File: src/rtl/rxf_pkg.sv
package rxf_pkg;

    typedef struct packed {
        logic       bi;
        logic       fe;
        logic       pe;
        logic [7:0] data;
    } rx_entry_t;

    // Threshold for a code, scaled from a 16-deep reference, floor at one.
    function automatic int trig_level(input logic [1:0] sel, input int depth);
        int base;
        int v;
        case (sel)
            2'd0:    base = 1;
            2'd1:    base = 4;
            2'd2:    base = 8;
            default: base = 14;
        endcase
        v = (base * depth) / 16;
        if (v < 1) v = 1;
        return v;
    endfunction

    function automatic logic has_tag(input rx_entry_t e);
        return e.pe | e.fe | e.bi;
    endfunction

endpackage

File: src/rtl/rxf_storage.sv
module rxf_storage
    import rxf_pkg::*;
#(
    parameter int DEPTH = 16,
    localparam int AW = (DEPTH > 1) ? $clog2(DEPTH) : 1,
    localparam int CW = $clog2(DEPTH + 1)
) (
    input  logic            clk,
    input  logic            rst,
    input  logic            clr,
    input  logic            push_req,
    input  rx_entry_t       push_entry,
    input  logic            pop_req,
    output rx_entry_t       head,
    output logic [CW-1:0]   count,
    output logic            full,
    output logic            empty,
    output logic            push_done,
    output logic            pop_done
);
    rx_entry_t     mem [DEPTH];
    logic [AW-1:0] wp, rp;

    assign full      = (count == CW'(DEPTH));
    assign empty     = (count == '0);
    assign push_done = push_req & ~full & ~clr;
    assign pop_done  = pop_req & ~empty & ~clr;
    assign head      = mem[rp];

    function automatic logic [AW-1:0] nxt(input logic [AW-1:0] p);
        return (p == AW'(DEPTH - 1)) ? '0 : p + 1'b1;
    endfunction

    always_ff @(posedge clk) begin
        if (push_done) mem[wp] <= push_entry;
    end

    always_ff @(posedge clk) begin
        if (rst || clr) begin
            wp    <= '0;
            rp    <= '0;
            count <= '0;
        end else begin
            if (push_done) wp <= nxt(wp);
            if (pop_done)  rp <= nxt(rp);
            case ({push_done, pop_done})
                2'b10:   count <= count + 1'b1;
                2'b01:   count <= count - 1'b1;
                default: count <= count;
            endcase
        end
    end

    a_r3_count_bound: assert property (@(posedge clk) disable iff (rst)
        count <= CW'(DEPTH));
    a_r4_full_holds: assert property (@(posedge clk) disable iff (rst)
        (full && push_req && !pop_req && !clr) |=> full);
    a_r10_empty_read: assert property (@(posedge clk) disable iff (rst)
        (empty && pop_req && !push_req) |=> empty);
endmodule

File: src/rtl/rxf_errtrack.sv
module rxf_errtrack #(
    parameter int DEPTH = 16,
    localparam int CW = $clog2(DEPTH + 1)
) (
    input  logic clk,
    input  logic rst,
    input  logic clr,
    input  logic add_err,
    input  logic drop_err,
    output logic err_any
);
    logic [CW-1:0] n_err;

    always_ff @(posedge clk) begin
        if (rst || clr) begin
            n_err <= '0;
        end else begin
            case ({add_err, drop_err})
                2'b10:   n_err <= n_err + 1'b1;
                2'b01:   n_err <= n_err - 1'b1;
                default: n_err <= n_err;
            endcase
        end
    end

    assign err_any = (n_err != '0);

    a_r8_err_bound: assert property (@(posedge clk) disable iff (rst)
        n_err <= CW'(DEPTH));
    a_r9_clear_err: assert property (@(posedge clk) disable iff (rst)
        clr |=> !err_any);
endmodule

File: src/rtl/rxf_trigger.sv
module rxf_trigger
    import rxf_pkg::*;
#(
    parameter int DEPTH = 16,
    localparam int CW = $clog2(DEPTH + 1)
) (
    input  logic [CW-1:0] count,
    input  logic [1:0]    sel,
    output logic          hit
);
    logic [CW-1:0] thr;

    always_comb begin
        thr = CW'(trig_level(sel, DEPTH));
        hit = (count >= thr);
    end
endmodule

File: src/rtl/rx_err_fifo.sv
module rx_err_fifo
    import rxf_pkg::*;
#(
    parameter int DEPTH = 16,
    localparam int CW = $clog2(DEPTH + 1)
) (
    input  logic          clk,
    input  logic          rst,
    input  logic          fifo_clr,
    input  logic          wr_en,
    input  logic [7:0]    wr_data,
    input  logic          wr_pe,
    input  logic          wr_fe,
    input  logic          wr_bi,
    input  logic          rd_en,
    input  logic          status_rd,
    input  logic [1:0]    trig_sel,
    input  logic          rx_int_en,
    output logic [7:0]    head_data,
    output logic          head_pe,
    output logic          head_fe,
    output logic          head_bi,
    output logic [CW-1:0] level,
    output logic          data_ready,
    output logic          trig_hit,
    output logic          rx_int_req,
    output logic          err_any,
    output logic          overrun
);
    rx_entry_t in_e, head;
    logic full, empty, push_done, pop_done;

    always_comb begin
        in_e.data = wr_data;
        in_e.pe   = wr_pe;
        in_e.fe   = wr_fe;
        in_e.bi   = wr_bi;
    end

    rxf_storage #(.DEPTH(DEPTH)) u_store (
        .clk(clk), .rst(rst), .clr(fifo_clr),
        .push_req(wr_en), .push_entry(in_e), .pop_req(rd_en),
        .head(head), .count(level), .full(full), .empty(empty),
        .push_done(push_done), .pop_done(pop_done)
    );

    rxf_errtrack #(.DEPTH(DEPTH)) u_err (
        .clk(clk), .rst(rst), .clr(fifo_clr),
        .add_err(push_done & has_tag(in_e)),
        .drop_err(pop_done & has_tag(head)),
        .err_any(err_any)
    );

    rxf_trigger #(.DEPTH(DEPTH)) u_trig (
        .count(level), .sel(trig_sel), .hit(trig_hit)
    );

    assign head_data  = head.data;
    assign head_pe    = head.pe;
    assign head_fe    = head.fe;
    assign head_bi    = head.bi;
    assign data_ready = ~empty;
    assign rx_int_req = trig_hit & rx_int_en;

    logic ovf_evt;
    assign ovf_evt = wr_en & full & ~fifo_clr;

    always_ff @(posedge clk) begin
        if (rst)            overrun <= 1'b0;
        else if (ovf_evt)   overrun <= 1'b1;
        else if (status_rd) overrun <= 1'b0;
    end

    a_r4_overrun_set: assert property (@(posedge clk) disable iff (rst)
        (wr_en && full && !fifo_clr) |=> overrun);
    a_r5_overrun_sticky: assert property (@(posedge clk) disable iff (rst)
        (overrun && !status_rd) |=> overrun);
    a_r8_err_needs_data: assert property (@(posedge clk) disable iff (rst)
        err_any |-> data_ready);
    a_r9_clear_empties: assert property (@(posedge clk) disable iff (rst)
        fifo_clr |=> (level == '0));
    a_r6_hit_nonempty: assert property (@(posedge clk) disable iff (rst)
        trig_hit |-> data_ready);
endmodule

File: config.mk
export PLATFORM = sky130hd
export DESIGN_NAME = rx_err_fifo
export DESIGN_NICKNAME = d
export VERILOG_FILES = /design/src/rtl/rxf_pkg.sv /design/src/rtl/rxf_storage.sv /design/src/rtl/rxf_errtrack.sv /design/src/rtl/rxf_trigger.sv /design/src/rtl/rx_err_fifo.sv
export SDC_FILE = /design/constraint.sdc
export NUM_CORES = 1
export LEC_CHECK = 0
export BUFFER_PORTS_ARGS = -buffer_cell sky130_fd_sc_hd__buf_2
export CAP_MARGIN = 5
export CELL_PAD_IN_SITES_DETAIL_PLACEMENT = 1
export CELL_PAD_IN_SITES_GLOBAL_PLACEMENT = 1
export CORE_MARGIN = 4
export CORE_UTILIZATION = 49
export CTS_BUF_LIST = sky130_fd_sc_hd__clkbuf_8 sky130_fd_sc_hd__clkbuf_16
export DETAILED_ROUTE_END_ITERATION = 12
export GPL_ROUTABILITY_DRIVEN = 0
export PLACE_DENSITY_LB_ADDON = 0.1
export SYNTH_ARGS = -nofsm -noshare
export SYNTH_HDL_FRONTEND = slang
export SYNTH_SLANG_ARGS = --single-unit
File: constraint.sdc
create_clock -name clk -period 6.5 [get_ports clk]
set_clock_uncertainty 0.05 [all_clocks]
set_input_delay 1.3 -clock clk [delete_from_list [all_inputs] [get_ports clk]]
set_output_delay 1.3 -clock clk [all_outputs]
set_load 0.02 [all_outputs]
==> impl_metrics.yaml, run 1 <==
synth:
  syn-instance-count: 424
  syn_area_um2: 8120
  ys_seq_area_frac: 0.708
  synth_warnings: 0
  synth_enable_flop_cells: 176
  syn_area_per_cell_um2: 19.1
  synth-seq-cells: 199
  postSynth.asyncResetShare: 0
  synthFlopType: "edfxtp_1"
  synth_cell_type_count: 45
  syn-num-nets: 463
finish:
  drive_gt1_frac: 0.249
  final_common_cell: "edfxtp_1"
  utilization_after_layout: 0.564
  num-nets-final: 507
  multi_input_area_um2: 2210
  n_antenna_cell: 0
  layout.cell_area.non_filler_um2: 9060
  mostFrequentLayoutCells: "edfxtp_1, mux4_2, buf_2"
  ff_latch_area_um2: 5750
  syn2layout_area_growth_pct: 11.6
  fillCellCount: 1416
worst_hold_path:
  worstHoldPathType: "register to register"
placement:
  place.port_buffers: 40
  place.detailed.hpwl_mm: 10.2
  place_area_um2: 8490
floorplanning:
  design.portCount: 41
  chip_height_um: 137
  floorplan.initialDensity: 0.505
  placeableCoreArea_um2: 16100
  die_width_um: 137
  floorplan.die_area_um2: 18700
  placement_rows: 46
setup_path:
  critical_path.max_stage_delay_ns: 0.87
  critical_path_peak_fanout: 24
  worstPathArrival_ns: 3.08
  worstSetupStartpointType: "register"
  cp_data_required_time_ns: 5.15
  slowest_stage: "dfxtp_2"
  worst_path_most_repeated_cell: "mux4_2"
  timing.setup.critical_path_class: "register to output port"
  worstPathCellList: "buf_4, mux4_2, mux4_2, buf_2"
  critical_path.endpoint_type: "output port"
global_route:
  grt_remaining_overflow: 0
  first_global_vias: 4467
  grt_pass1_wl_mm: 26.5
  grt_max_degree: 45
  grtUsageTotal: 0.199
  initial_antenna_violation_count: 0
clocking:
  cts_max_path_buffers: 2
  post_cts_resized: 0
  cts_num_sinks: 199
  cts_made_buffers: 17
  holdBufCountCts: 0
  number_of_setup_buffers_added_after_cts: 0
  clock_slew_at_reported_path_ffs_ns: 0.07
  clk-insertion-delay-late_ns: 0.43
  clk_root_buf: "clkbuf_16"
  htree_num_levels: 4
  cts_tree: "built"
sta:
  post-route-min-period_ns: 4.43
  timing.setup.tns_ns: 0
  report.final.slew_viol_count: 0
  worst_hold_slack_ns: 0.435
  setup_viol: 0
  relSlewSlack: 0.331
  grt_setup_unrepaired: "false"
  timing.fmax_mhz: 226
  finalHoldViolations: 0
  worstMarginPinSlew_ns: 1.00
  layout_worst_path_cycle_share: 0.681
pwr:
  vdd_drop_max_mv: 0.203
  cellPowerDensity_nw_per_um2: 273
  total_power_of_the_final_layout_mw: 2.47
  power_leakage_nw: 3.06
drt:
  ant_nets: 0
  via_count: 4010
  iteration_0_drc_count_of_the_detailed_router: 293
  wl_per_cell_um: 24.4
  route.detailed.drc: 0
  vias_per_cell: 5.75
  dr.pass1.iters: 4
  finalWirelength_mm: 17.0
run:
  cap_violations: 0
status:
  outcome: "completed"
cells in the mapped netlist (3+ instances only):
cell | number | share of area
edfxtp_1 | 176 | 0.65
and3_1 | 5 | 0.0039
nand2_1 | 12 | 0.0056
ha_1 | 17 | 0.026
xnor2_1 | 3 | 0.0032
buf_6 | 4 | 0.0056
a21oi_1 | 13 | 0.0080
inv_1 | 13 | 0.0060
xor2_1 | 5 | 0.0054
mux4_2 | 41 | 0.11
nor2_1 | 22 | 0.010
mux4_1 | 11 | 0.036
mux2i_1 | 4 | 0.0049
buf_1 | 4 | 0.0018
a21o_1 | 6 | 0.0056
and2_1 | 13 | 0.010
a31oi_1 | 3 | 0.0023
nand3_1 | 7 | 0.0043
dfxtp_1 | 23 | 0.057
nor2b_1 | 6 | 0.0046
clkbuf_1 | 7 | 0.0032
stage by stage:
| stage | setup WS, ns | std cells |
|---|---|---|
| 2_1_floorplan | 2.46 | 424 |
| 4_1_cts | 1.98 | 697 |
| 3_5_place_dp | 2.05 | 665 |
| 6_report | 2.07 | 697 |
| 3_3_place_gp | 2.18 | 665 |
| 5_1_grt | 1.82 | 697 |
path summary, 6_finish.rpt:
| path | from | endpoint | slack [ns] | depth (start not counted) |
|---|---|---|---|---|
| setup / recovery | register | head_data[7] | 2.07 | 4 |
| hold / removal | overrun | overrun | 0.43 | 2 |
| hold reg to reg | overrun | overrun | 0.43 | 2 |
| setup reg to reg | register | u_err.n_err[4] | 2.13 | 12 |
worst max-delay path, delay by kind of cell, from the launching register on:
kind	cells	cell delay, ns
buf+inv	2	0.70
flops	1	0.87
mux	2	1.06
layout make-up:
class	count	area share
flip-flops and latches	199	0.635
multi-input cells	195	0.244
clock buffers	19	0.0525
well taps	216	0.0298
repair buffers	42	0.0238
clock inverters	13	0.0101
inverters	13	0.00539
sequential cells by signal (all words and copies together) (netlist names), named ones only:
| name | count |
|---|---|
| overrun | 1 |
| u_err.n_err | 5 |
| u_store.mem | 176 |
| u_store.count | 5 |
| u_store.wp | 4 |
| u_store.rp | 4 |
cell families after synthesis:
family	share of synthesized area
multiplexers	0.154
buffers and inverters	0.0197
XOR/XNOR	0.00863
adder cells (fa/ha/maj)	0.0311
flip-flops	0.708
AND/OR/NAND/NOR	0.0483
AO/OA/AOI/OAI	0.0299
power by group:
group	internal (mW)	switching, mW
registers	1.39	0.00335
clock network	0.539	0.467
logic	0.0238	0.0435
routing by layer:
metal  part of all wire  GRT usage  up-vias  routed length (µm)
met5                  0          0        -                   0
met4             0.0086     0.0504        0                 146
met3              0.053     0.0419       10                 902
met2               0.51      0.336      110                8730
met1               0.42      0.265     2093                7220
li1                   -          -     1797                   -
Note: power is estimated with default switching activity, not from simulation.
==> run 2: changes to the inputs <==
clock period = 4.2 ns   (was 6.5 ns; I/O delays follow)
==> impl_metrics.yaml, run 2 (synthesis results as in run 1) <==
clocking:
  post_cts_resized: 0
  cts_made_buffers: 17
  number_of_setup_buffers_added_after_cts: 0
  clk_root_buf: "clkbuf_16"
  cts_num_sinks: 199
  clk-insertion-delay-late_ns: 0.43
  holdBufCountCts: 0
  clock_slew_at_reported_path_ffs_ns: 0.07
  cts_max_path_buffers: 2
  cts_tree: "built"
  htree_num_levels: 4
sta:
  worst_hold_slack_ns: 0.439
  report.final.slew_viol_count: 0
  post-route-min-period_ns: 3.85
  setup_viol: 0
  layout_worst_path_cycle_share: 0.917
  worstMarginPinSlew_ns: 0.847
  relSlewSlack: 0.436
  finalHoldViolations: 0
  timing.setup.tns_ns: 0
  grt_setup_unrepaired: "false"
  timing.fmax_mhz: 260
drt:
  wl_per_cell_um: 24.3
  dr.pass1.iters: 4
  route.detailed.drc: 0
  finalWirelength_mm: 17.1
  vias_per_cell: 5.77
  via_count: 4069
  iteration_0_drc_count_of_the_detailed_router: 265
  ant_nets: 0
global_route:
  initial_antenna_violation_count: 0
  grt_remaining_overflow: 0
  first_global_vias: 4432
  grt_pass1_wl_mm: 26.5
  grtUsageTotal: 0.199
  grt_max_degree: 19
finish:
  drive_gt1_frac: 0.262
  final_common_cell: "edfxtp_1"
  multi_input_area_um2: 2210
  ff_latch_area_um2: 5750
  fillCellCount: 1417
  layout.cell_area.non_filler_um2: 9150
  mostFrequentLayoutCells: "edfxtp_1, mux4_2, buf_2"
  final-instance-count-excl-fill: 705
  biggestRegsByFlops: "u_store.mem (176), u_err.n_err (5), u_store.count (5)"
  n_antenna_cell: 0
  syn2layout_area_growth_pct: 12.7
  largest_register_ffs: 176
  num-nets-final: 515
  max_flop_register: "u_store.mem"
status:
  outcome: "completed"
setup_path:
  critical_path.endpoint_type: "register"
  worstPathCellList: "mux4_1, a22oi_1, nand3_1, o31a_1, ha_1, ha_1, nor2b_1, o21ai_0, a21oi_1, or4_1, a21oi_1"
  critical_path.max_stage_delay_ns: 0.65
  timing.setup.critical_path_class: "register to register"
  worstPathArrival_ns: 4.16
  critical_path_peak_fanout: 17
  cp_data_required_time_ns: 4.51
  worstSetupStartpointType: "register"
  slowest_stage: "dfxtp_2"
pwr:
  vdd_drop_max_mv: 0.290
  cellPowerDensity_nw_per_um2: 425
  power_leakage_nw: 3.10
  total_power_of_the_final_layout_mw: 3.89
floorplanning:
  placeableCoreArea_um2: 16100
  placement_rows: 46
  chip_height_um: 137
  floorplan.die_area_um2: 18700
  floorplan.initialDensity: 0.505
  design.portCount: 41
  die_width_um: 137
worst_hold_path:
  worstHoldPathType: "register to register"
run:
  cap_violations: 0
placement:
  place.detailed.hpwl_mm: 11.0
  dpl.cell_count: 673
  place_area_um2: 8550
  place.port_buffers: 40
## run 2: metal layers
metal,routed length (µm),GRT usage
met2,8960,0.338
met5,0,0
met4,279,0.0599
met1,7170,0.260
met3,715,0.0430
## run 2: cell type report
class / count / area share
tap: 216 / 0.0295
inverter: 13 / 0.00533
sequential: 199 / 0.628
clock buffer: 17 / 0.0465
clock inverter: 15 / 0.0186
timing repair buffer: 50 / 0.0301
multi-input combinational: 195 / 0.242
## run 2: per-stage QoR
| stage | utilization | setup WS [ns] |
|---|---|---|
| 2_1_floorplan | - | 0.832 |
| 3_3_place_gp | 0.533 | 0.506 |
| 3_5_place_dp | 0.533 | 0.363 |
| 4_1_cts | 0.570 | 0.348 |
| 5_1_grt | 0.570 | 0.103 |
| 6_report | 0.570 | 0.349 |
## run 2: where the power goes
group | switching, mW | internal, mW
Sequential | 0.00474 | 2.16
Clock | 0.730 | 0.893
Combinational | 0.0676 | 0.0374
## run 2: final timing paths
| kind | slack, ns | start | cells after the start | to |
|---|---|---|---|---|
| worst max register to register | 0.35 | register | 11 | u_err.n_err[4] |
| worst min register to register | 0.44 | overrun | 2 | overrun |
| worst max-delay path | 0.35 | register | 11 | u_err.n_err[4] |
| worst min-delay path | 0.44 | overrun | 2 | overrun |
## run 2: critical path, delay by kind of cell (launching register included)
kind / cells / cell delay [ns]
muxes: 1 / 0.62
and+or+nand+nor: 3 / 0.76
DFF: 1 / 0.65
adders and majority gates: 2 / 0.60
AOI/OAI and AO/OA: 5 / 1.10
==> run 3: changes to the inputs <==
BUFFER_PORTS_ARGS = not set   (was -buffer_cell sky130_fd_sc_hd__buf_2)
DONT_BUFFER_PORTS = 1   (was not set)
==> impl_metrics.yaml, run 3 (synthesis results as in run 1) <==
floorplanning:
  design.portCount: 41
  placeableCoreArea_um2: 16100
  floorplan.die_area_um2: 18700
  floorplan.initialDensity: 0.505
  chip_height_um: 137
  placement_rows: 46
  die_width_um: 137
setup_path:
  worstSetupStartpointType: "register"
  slowest_stage: "mux4_1"
  cp.buffers_inverters: 0
  worstPathArrival_ns: 4.06
  critical_path.endpoint_type: "register"
  timing.reg2reg.setup_slack_ns: 0.45
  r2r_end: "u_err.n_err[4]"
  timing.critical_path.max_delay_family: "compound AO/OA/AOI/OAI gates"
  critical_path_peak_fanout: 14
  timing.setup.critical_path_class: "register to register"
  worstPathCellList: "mux4_1, a22oi_1, nand3_1, o31a_1, ha_1, ha_1, nor2b_1, o21ai_0, a21oi_1, or4_1, a21oi_1"
  critical_path.max_stage_delay_ns: 0.62
  cp_data_required_time_ns: 4.51
  reg2regPathDepth: 11
finish:
  syn2layout_area_growth_pct: 10.3
  biggestRegsByFlops: "u_store.mem (176), u_err.n_err (5), u_store.count (5)"
  drive_gt1_frac: 0.196
  fillCellCount: 1403
  num-nets-final: 475
  max_flop_register: "u_store.mem"
  largest_register_ffs: 176
  mostFrequentLayoutCells: "edfxtp_1, mux4_2, nor2_1"
  final_common_cell: "edfxtp_1"
  n_antenna_cell: 0
worst_hold_path:
  worstHoldPathType: "input port to register"
  min_path_cells: 1
  min_from: "rst"
  holdPathEnd: "overrun"
clocking:
  holdBufCountCts: 0
  cts_max_path_buffers: 2
  clk-insertion-delay-late_ns: 0.43
  clk_root_buf: "clkbuf_16"
  htree_num_levels: 4
  cts_num_sinks: 199
  cts_tree: "built"
  number_of_setup_buffers_added_after_cts: 0
  cts_made_buffers: 17
  clock_slew_at_reported_path_ffs_ns: 0.07
  post_cts_resized: 0
drt:
  dr.pass1.iters: 4
  ant_nets: 0
  route.detailed.drc: 0
  via_count: 3850
  vias_per_cell: 5.79
  iteration_0_drc_count_of_the_detailed_router: 307
  finalWirelength_mm: 16.5
  wl_per_cell_um: 24.9
sta:
  finalHoldViolations: 0
  grt_setup_unrepaired: "false"
  post-route-min-period_ns: 3.75
  report.final.slew_viol_count: 0
  timing.setup.tns_ns: 0
  worstMarginPinSlew_ns: 0.836
  relSlewSlack: 0.442
  worst_hold_slack_ns: 0.418
  timing.fmax_mhz: 267
  setup_viol: 0
  layout_worst_path_cycle_share: 0.893
global_route:
  initial_antenna_violation_count: 0
  top_usage_layer: "met2"
  grt_remaining_overflow: 0
  grt_max_degree: 24
  grtUsageMet1: 0.252
  grt_pass1_wl_mm: 25.5
  grt_util_met2: 0.316
  first_global_vias: 4282
  met3_usage: 0.0445
  grtUsageTotal: 0.192
pwr:
  vdd_drop_max_mv: 0.299
  power_leakage_nw: 2.93
  cellPowerDensity_nw_per_um2: 436
placement:
  place.detailed.hpwl_mm: 10.3
  place.port_buffers: 0
run:
  cap_violations: 0
status:
  outcome: "completed"
-- run 3: how the worst max path moves through the flow --
stage | from | endpoint | slack (ns) | cells after the start
2_1_floorplan | register | u_err.n_err[4] | 0.83 | 13
3_3_place_gp | register | u_err.n_err[4] | 0.60 | 11
3_5_place_dp | register | u_err.n_err[4] | 0.48 | 11
4_1_cts | register | u_err.n_err[4] | 0.43 | 11
5_1_grt | register | u_err.n_err[4] | 0.23 | 11
6_report | register | u_err.n_err[4] | 0.45 | 11
-- run 3: power breakdown --
part	switching, mW	total [mW]	internal [mW]
Combinational	0.0410	0.0687	0.0277
Clock	0.728	1.67	0.941
Sequential	0.00533	2.16	2.16
-- run 3: per-layer routing --
metal,part of all wire,vias to the layer above
met3,0.045,18
met5,0,-
met4,0.017,0
li1,-,1733
met1,0.42,2008
met2,0.51,91
-- run 3: final cells by class --
type                    count  area, µm²  share of cell area
clock buffers              17        425              0.0475
clock inverters            15        176              0.0197
inverters                  13       48.8             0.00545
multi-input cells         195       2210               0.247
flip-flops and latches    199       5750               0.642
well taps                 216        270              0.0302
repair buffers             10       75.1             0.00838
-- run 3: per-stage QoR --
step / total power, mW / setup WS, ns / instances / area (µm²) / util
finish: 3.90 / 0.451 / 665 / 8950 / 0.558
detailed placement: 2.28 / 0.478 / 633 / 8350 / 0.520
CTS: 3.93 / 0.432 / 665 / 8950 / 0.558
global placement: 2.28 / 0.603 / 633 / 8350 / 0.520
floorplan: 2.26 / 0.832 / 424 / 8120 / -
global route: 4.01 / 0.229 / 665 / 8950 / 0.558
